## src/rtl/dmarl_pkg.sv

```systemverilog
package dmarl_pkg;
    localparam int BYTE_W = 8;
    typedef logic [BYTE_W-1:0] byte_t;

    typedef enum logic [1:0] {
        ST_IDLE = 2'd0,
        ST_RD   = 2'd1,
        ST_WR   = 2'd2
    } seq_st_e;

    localparam logic [1:0] OFS_SRC = 2'd0;
    localparam logic [1:0] OFS_DST = 2'd1;
    localparam logic [1:0] OFS_CNT = 2'd2;
    localparam logic [1:0] OFS_CTL = 2'd3;

    localparam int CTL_EN   = 0;
    localparam int CTL_RW   = 1;
    localparam int CTL_DONE = 2;

    typedef struct packed {
        logic step;
        logic rewind;
    } step_t;

    function automatic int grp_bits(input int g);
        return (g > 1) ? $clog2(g) : 1;
    endfunction
endpackage

```

## src/rtl/dmarl_addr.sv

```systemverilog
module dmarl_addr #(
    parameter int AW = 32
) (
    input  logic          clk,
    input  logic          rst,
    input  logic          ld_src,
    input  logic          ld_dst,
    input  logic [AW-1:0] wdata,
    input  dmarl_pkg::step_t st,
    output logic [AW-1:0] src,
    output logic [AW-1:0] dst
);
    logic [AW-1:0] start_q;

    always_ff @(posedge clk) begin
        if (rst) begin
            start_q <= '0;
            src     <= '0;
            dst     <= '0;
        end else begin
            if (ld_src) begin
                start_q <= wdata;
                src     <= wdata;
            end else if (st.step) begin
                src <= st.rewind ? start_q : src + AW'(1);
            end
            if (ld_dst) dst <= wdata;
            else if (st.step) dst <= dst + AW'(1);
        end
    end

    a_r5_dst_step: assert property (@(posedge clk) disable iff (rst)
        (st.step && !ld_dst) |=> dst == $past(dst) + AW'(1));
    a_r3_src_step: assert property (@(posedge clk) disable iff (rst)
        (st.step && !st.rewind && !ld_src) |=> src == $past(src) + AW'(1));
    a_r4_src_rewind: assert property (@(posedge clk) disable iff (rst)
        (st.step && st.rewind && !ld_src) |=> src == start_q);
endmodule

```

## src/rtl/dmarl_ctrl.sv

```systemverilog
module dmarl_ctrl #(
    parameter int CW = 16
) (
    input  logic          clk,
    input  logic          rst,
    input  logic          ld_cnt,
    input  logic          ld_ctl,
    input  logic [CW-1:0] wcnt,
    input  logic [1:0]    wctl,
    input  logic          step,
    output logic [CW-1:0] cnt,
    output logic          enable,
    output logic          reload,
    output logic          done,
    output logic          last,
    output logic          cnt_nz
);
    assign last   = (cnt == CW'(1));
    assign cnt_nz = (cnt != '0);

    always_ff @(posedge clk) begin
        if (rst) begin
            cnt    <= '0;
            enable <= 1'b0;
            reload <= 1'b0;
            done   <= 1'b0;
        end else begin
            if (ld_cnt) cnt <= wcnt;
            else if (step) cnt <= cnt - CW'(1);
            if (ld_ctl) begin
                enable <= wctl[0];
                reload <= wctl[1];
                done   <= 1'b0;
            end else if (step && last) begin
                enable <= 1'b0;
                done   <= 1'b1;
            end
        end
    end

    a_r10_done_disables: assert property (@(posedge clk) disable iff (rst)
        done |-> !enable);
    a_r10_done_sticky: assert property (@(posedge clk) disable iff (rst)
        (done && !ld_ctl) |=> done);
    a_r10_count_falls: assert property (@(posedge clk) disable iff (rst)
        (!ld_cnt && !step) |=> $stable(cnt));
endmodule

```

## src/rtl/dmarl_seq.sv

```systemverilog
module dmarl_seq #(
    parameter int GRP = 4
) (
    input  logic             clk,
    input  logic             rst,
    input  logic             trig,
    input  logic             enable,
    input  logic             reload,
    input  logic             cnt_nz,
    input  logic             last,
    input  logic             m_ready,
    input  dmarl_pkg::byte_t m_rdata,
    output logic             bus_req,
    output logic             m_rd,
    output logic             m_wr,
    output logic             busy,
    output dmarl_pkg::step_t st,
    output dmarl_pkg::byte_t wbyte
);
    import dmarl_pkg::*;

    localparam int GW = grp_bits(GRP);
    localparam logic [GW-1:0] GLAST = GW'(GRP - 1);

    seq_st_e       state;
    logic          pend;
    logic [GW-1:0] grp;
    logic          go, wr_done, grp_end;

    assign m_rd    = (state == ST_RD);
    assign m_wr    = (state == ST_WR);
    assign busy    = (state != ST_IDLE);
    assign bus_req = busy;
    assign go      = (state == ST_IDLE) && enable && cnt_nz && (trig || pend);
    assign wr_done = m_wr && m_ready;
    assign grp_end = reload && (grp == GLAST);
    assign st.step   = wr_done;
    assign st.rewind = wr_done && grp_end;

    always_ff @(posedge clk) begin
        if (rst) begin
            state <= ST_IDLE;
            pend  <= 1'b0;
            grp   <= '0;
            wbyte <= '0;
        end else begin
            if (busy && trig && enable && !(wr_done && last)) pend <= 1'b1;
            else if (go || (wr_done && last)) pend <= 1'b0;

            unique case (state)
                ST_IDLE: if (go) state <= ST_RD;
                ST_RD: if (m_ready) begin
                    wbyte <= m_rdata;
                    state <= ST_WR;
                end
                ST_WR: if (m_ready) begin
                    grp   <= (last || grp == GLAST) ? '0 : grp + GW'(1);
                    state <= (last || grp_end) ? ST_IDLE : ST_RD;
                end
                default: state <= ST_IDLE;
            endcase
        end
    end

    a_r2_rd_hold: assert property (@(posedge clk) disable iff (rst)
        (m_rd && !m_ready) |=> m_rd);
    a_r2_wr_follows_rd: assert property (@(posedge clk) disable iff (rst)
        (m_rd && m_ready) |=> (m_wr && wbyte == $past(m_rdata)));
    a_r7_release: assert property (@(posedge clk) disable iff (rst)
        (wr_done && grp_end) |=> !bus_req);
    a_r6_back_to_back: assert property (@(posedge clk) disable iff (rst)
        (wr_done && !reload && !last) |=> m_rd);
    a_r8_no_start_disabled: assert property (@(posedge clk) disable iff (rst)
        (!busy && !enable) |=> !bus_req);
endmodule

```

## src/rtl/dma_reload_chan.sv

```systemverilog
module dma_reload_chan #(
    parameter int AW  = 32,
    parameter int CW  = 16,
    parameter int GRP = 4
) (
    input  logic          clk,
    input  logic          rst,
    input  logic          reg_wr,
    input  logic [1:0]    reg_addr,
    input  logic [AW-1:0] reg_wdata,
    output logic [AW-1:0] reg_rdata,
    input  logic          trig,
    output logic          bus_req,
    output logic          m_rd,
    output logic          m_wr,
    output logic [AW-1:0] m_addr,
    output logic [7:0]    m_wdata,
    input  logic [7:0]    m_rdata,
    input  logic          m_ready,
    output logic          irq
);
    import dmarl_pkg::*;

    logic          busy, wr_ok;
    logic [AW-1:0] src, dst;
    logic [CW-1:0] cnt;
    logic          enable, reload, done, last, cnt_nz;
    step_t         st;
    byte_t         wbyte;

    assign wr_ok = reg_wr && !busy;

    dmarl_addr #(.AW(AW)) u_addr (
        .clk(clk), .rst(rst),
        .ld_src(wr_ok && reg_addr == OFS_SRC),
        .ld_dst(wr_ok && reg_addr == OFS_DST),
        .wdata(reg_wdata), .st(st), .src(src), .dst(dst)
    );

    dmarl_ctrl #(.CW(CW)) u_ctrl (
        .clk(clk), .rst(rst),
        .ld_cnt(wr_ok && reg_addr == OFS_CNT),
        .ld_ctl(wr_ok && reg_addr == OFS_CTL),
        .wcnt(reg_wdata[CW-1:0]), .wctl(reg_wdata[1:0]),
        .step(st.step), .cnt(cnt), .enable(enable), .reload(reload),
        .done(done), .last(last), .cnt_nz(cnt_nz)
    );

    dmarl_seq #(.GRP(GRP)) u_seq (
        .clk(clk), .rst(rst), .trig(trig), .enable(enable),
        .reload(reload), .cnt_nz(cnt_nz), .last(last),
        .m_ready(m_ready), .m_rdata(m_rdata), .bus_req(bus_req),
        .m_rd(m_rd), .m_wr(m_wr), .busy(busy), .st(st), .wbyte(wbyte)
    );

    assign m_addr  = m_rd ? src : dst;
    assign m_wdata = wbyte;
    assign irq     = done;

    always_comb begin
        unique case (reg_addr)
            OFS_SRC: reg_rdata = src;
            OFS_DST: reg_rdata = dst;
            OFS_CNT: reg_rdata = AW'(cnt);
            default: reg_rdata = AW'({done, reload, enable});
        endcase
    end

    a_r11_no_write_busy: assert property (@(posedge clk) disable iff (rst)
        (reg_wr && busy && reg_addr == OFS_DST && !m_ready) |=> $stable(dst));
    a_r10_irq_at_end: assert property (@(posedge clk) disable iff (rst)
        (m_wr && m_ready && cnt == CW'(1)) |=> irq);
endmodule

```

## config.mk

```make
export PLATFORM = sky130hd
export DESIGN_NAME = dma_reload_chan
export DESIGN_NICKNAME = d
export VERILOG_FILES = /design/src/rtl/dmarl_pkg.sv /design/src/rtl/dmarl_addr.sv /design/src/rtl/dmarl_ctrl.sv /design/src/rtl/dmarl_seq.sv /design/src/rtl/dma_reload_chan.sv
export SDC_FILE = /design/constraint.sdc
export NUM_CORES = 1
export LEC_CHECK = 0
export ABC_AREA = 0
export BUFFER_PORTS_ARGS = -buffer_cell sky130_fd_sc_hd__buf_2
export CELL_PAD_IN_SITES_DETAIL_PLACEMENT = 2
export CELL_PAD_IN_SITES_GLOBAL_PLACEMENT = 2
export CORE_ASPECT_RATIO = 0.7
export CORE_MARGIN = 3
export CORE_UTILIZATION = 33
export DETAILED_ROUTE_END_ITERATION = 8
export PLACE_DENSITY = 0.9
export SLEW_MARGIN = 10
export SYNTH_ARGS = -nofsm -noshare
export SYNTH_HDL_FRONTEND = slang
export SYNTH_SLANG_ARGS = --single-unit
```

## constraint.sdc

```tcl
create_clock -name clk -period 2.75 [get_ports clk]
set_clock_uncertainty 0.15 [all_clocks]
set_input_delay 0.55 -clock clk [delete_from_list [all_inputs] [get_ports clk]]
set_output_delay 0.55 -clock clk [all_outputs]
set_load 0.02 [all_outputs]
```

==> flow_summary.ini <==
[drt]
routedWlPerCell_microns = 26.56
vias_per_cell = 6.189
route.detailed.drc = 0
drtPass1Iterations = 6
vias = 8925
routed_wl_mm = 38.30
drtIter0Drc = 700
drtAntennaViolNets = 0

[sta]
post-route-min-period_ns = 2.652
setup_viol = 0
whs_ns = 0.2109
rsz0062_at_grt = false
max_freq_mhz = 377.1
tightest_slew_ns = 0.8763
relSlewSlack = 0.4137
timing.setup.tns_ns = 0
finalHoldViolCount = 0
slew_viol_final = 0
min_period_over_period = 0.9644
setup_ws_ns = 0.09794

[grt]
grt-ovfl-total = 0
grt_pass1_vias = 9547
grt_max_degree = 54
antenna_found_initial = 1
track_usage = 0.3038
grt_pass1_wl_mm = 58.76

[hold_path]
hold_path.class = in2reg
holdPathStages = 3

[floorplan]
die_w_microns = 187.2
coreArea_sq_um = 22130
die_height_microns = 132.9
dieArea_sq_um = 24880
std_cell_rows = 45
start_util = 0.3429
ios = 123

[setup_path]
cp_cell_sequence = nand2b_2 -> clkinv_1 -> buf_12 -> o21ai_0 -> buf_2
rr_worst_depth = 5
cp_max_fo = 27
crit_slowest_cell = dfxtp_1
cp-start-kind = flop
critical_path_arrival_ns = 1.95
slowest_delay_ns = 0.45
critPathKind = reg2out
required_ns = 2.05
endpoint_kind = output pin

[final_layout]
multi_input_area_sq_um = 4644
area_delta_synth_final_pct = 23.43
layout-drive-gt1-share = 0.2014
regArea_sq_um = 2562
fin_nets = 1176
n_fill_cell = 2567
antenna_cells = 0

[synth]
synth_edf_count = 0
ys.flop_type = dfxtp_1
ys_async_sr_fraction = 0
avgSynthCellArea_sq_um = 7.476
yosys-top-cells-area = dfxtp_1 34%, nand2_1 11%, a21oi_1 5.1%
synth_seq_cells = 128
syn_area_sq_um = 7589
synth_cell_type_count = 66
syn_inst = 1015
synth_largest_area_cell = dfxtp_1
synth_warnings = 0
yosysTopAreaCellShare = 0.3377
synth_nets = 1067
synth-seq-area-share = 0.3377

[cts]
cts_buffers = 17
insertion_delay_ns = 0.44
clk_path_buf_depth = 2
post_cts_buffers = 0
path_clk_slew_ns = 0.06
root_buffer = clkbuf_16
h-tree-depth = 4
ctsHoldBuffers = 0
cts_tree = yes
clock-sinks = 128

[place]
io_buffers = 122
place_hpwl_mm = 25.68
gp_congestion = 0.8795
dp_slack_ns = 0.2047

[job]
maxCapViolCount = 0

[status]
outcome = completed

[power]
total_power_mw = 5.255
peakVddDrop_mv = 0.4310
power_density_nw_per_um2 = 561.0
leakagePower_nw = 3.679
[power breakdown]
group / internal, mW / leakage, nW / switching, mW
Sequential: 1.92 / 1.04 / 0.0977
Clock: 1.63 / 0.294 / 0.996
Combinational: 0.212 / 2.35 / 0.401
Total: 3.76 / 3.68 / 1.49
[Yosys cell counts, drive strengths merged (4+ instances only)]
cell type	instances
a222oi	13
or4	7
or3	8
a31oi	19
clkbuf	59
nand3	44
ha	5
nor4	14
nor3b	4
xor2	28
a221oi	8
o22ai	18
dfxtp	128
nor3	19
o21ai	42
xnor2	14
a211oi	12
o211ai	12
mux2i	32
a21oi	77
inv	10
a22oi	18
nor2b	5
and2	5
nand2	224
and3	13
a21o	4
nor2	75
nand4	26
and4	8
buf	25
[state kept, by name, summed over array words and instances (netlist names)]
signal,flops
u_seq.wbyte,8
u_seq.grp,2
u_ctrl.reload,1
u_ctrl.enable,1
u_addr.dst,32
u_addr.src,32
u_seq.pend,1
u_addr.start_q,32
u_ctrl.done,1
u_ctrl.cnt,16
u_seq.state,2
[critical path, delay by kind of cell (launching register included)]
kind	cells	cell delay, ns
AOI/OAI and AO/OA	1	0.24
buffers and inverters	3	0.58
DFF	1	0.45
and+or+nand+nor	1	0.23
[kinds of logic (layout without fill, tap and decap cells)]
| kind of cell | count (synthesis) | count (layout) | synth area share |
|---|---|---|---|
| simple gates | 466 | 466 | 0.2971 |
| flops | 128 | 128 | 0.3377 |
| mux | 37 | 37 | 0.05458 |
| fa+ha+maj | 5 | 5 | 0.008244 |
| compound gates | 241 | 241 | 0.2026 |
| xor+xnor | 42 | 42 | 0.04848 |
| buf+inv | 96 | 218 | 0.05128 |
[layer usage]
metal  vias up  routed length [microns]  global-route usage
li1       3886                        -                   -
met1      4526                    16910              0.4030
met2       417                    17440              0.4829
met3        96                     2792             0.06303
met4         0                     1158              0.1230
met5         -                        0                   0
[cells in the final DEF (no fill, tap or decap), types with 3 or more instances in the layout]
master and count:
and2_1 4, a31oi_1 19, a22oi_1 18, nor4_1 9, a21oi_1 77, o22ai_1 18
o32ai_1 3, or2_2 3, buf_2 121, and4_1 8, xor2_1 28, a21o_1 4
or3_1 8, nand2_1 223, bufinv_16 5, a32o_1 3, o21ai_0 41, nand3_1 44
clkbuf_16 17, o211ai_1 12, dfxtp_1 128, nor3_1 18, buf_12 6, ha_1 5
buf_4 47, clkinvlp_4 7, or4_1 7, and3_1 13, a222oi_1 13, a211oi_1 12
inv_1 10, xnor2_1 14, mux2i_1 32, nand4_1 25, nor2_1 74, nor4_4 3
a221oi_1 8, nor2b_1 5
[path summary, 6_finish.rpt]
check	endpoint	startpoint	slack, ns
max	m_addr[25]	u_seq.state[1]	0.1
min reg2reg	u_seq.wbyte[0]	u_seq.wbyte[0]	0.30
min	u_seq.wbyte[2]	m_rdata[2]	0.21
max reg2reg	u_addr.dst[19]	u_addr.dst[1]	0.21
[layout make-up]
class	instances	area share
timing repair buffer	174	0.1151
tap	305	0.04074
inverter	12	0.004809
multi-input combinational	791	0.4959
sequential	128	0.2736
clock inverter	13	0.02258
clock buffer	19	0.04729
[timing repair]
action                     CTS  global route
setup endpoints to repair    1             3
resized for setup            1             1
cloned                       0             0
[through the flow]
stage          std cells    util  area (sq um)
5_1_grt             1442  0.4233          9366
6_report            1442  0.4233          9366
3_3_place_gp        1410  0.3936          8710
3_5_place_dp        1410  0.3936          8710
4_1_cts             1442  0.4232          9364
2_1_floorplan       1015       -          7589
No activity file was read; power rests on OpenSTA's default activity.
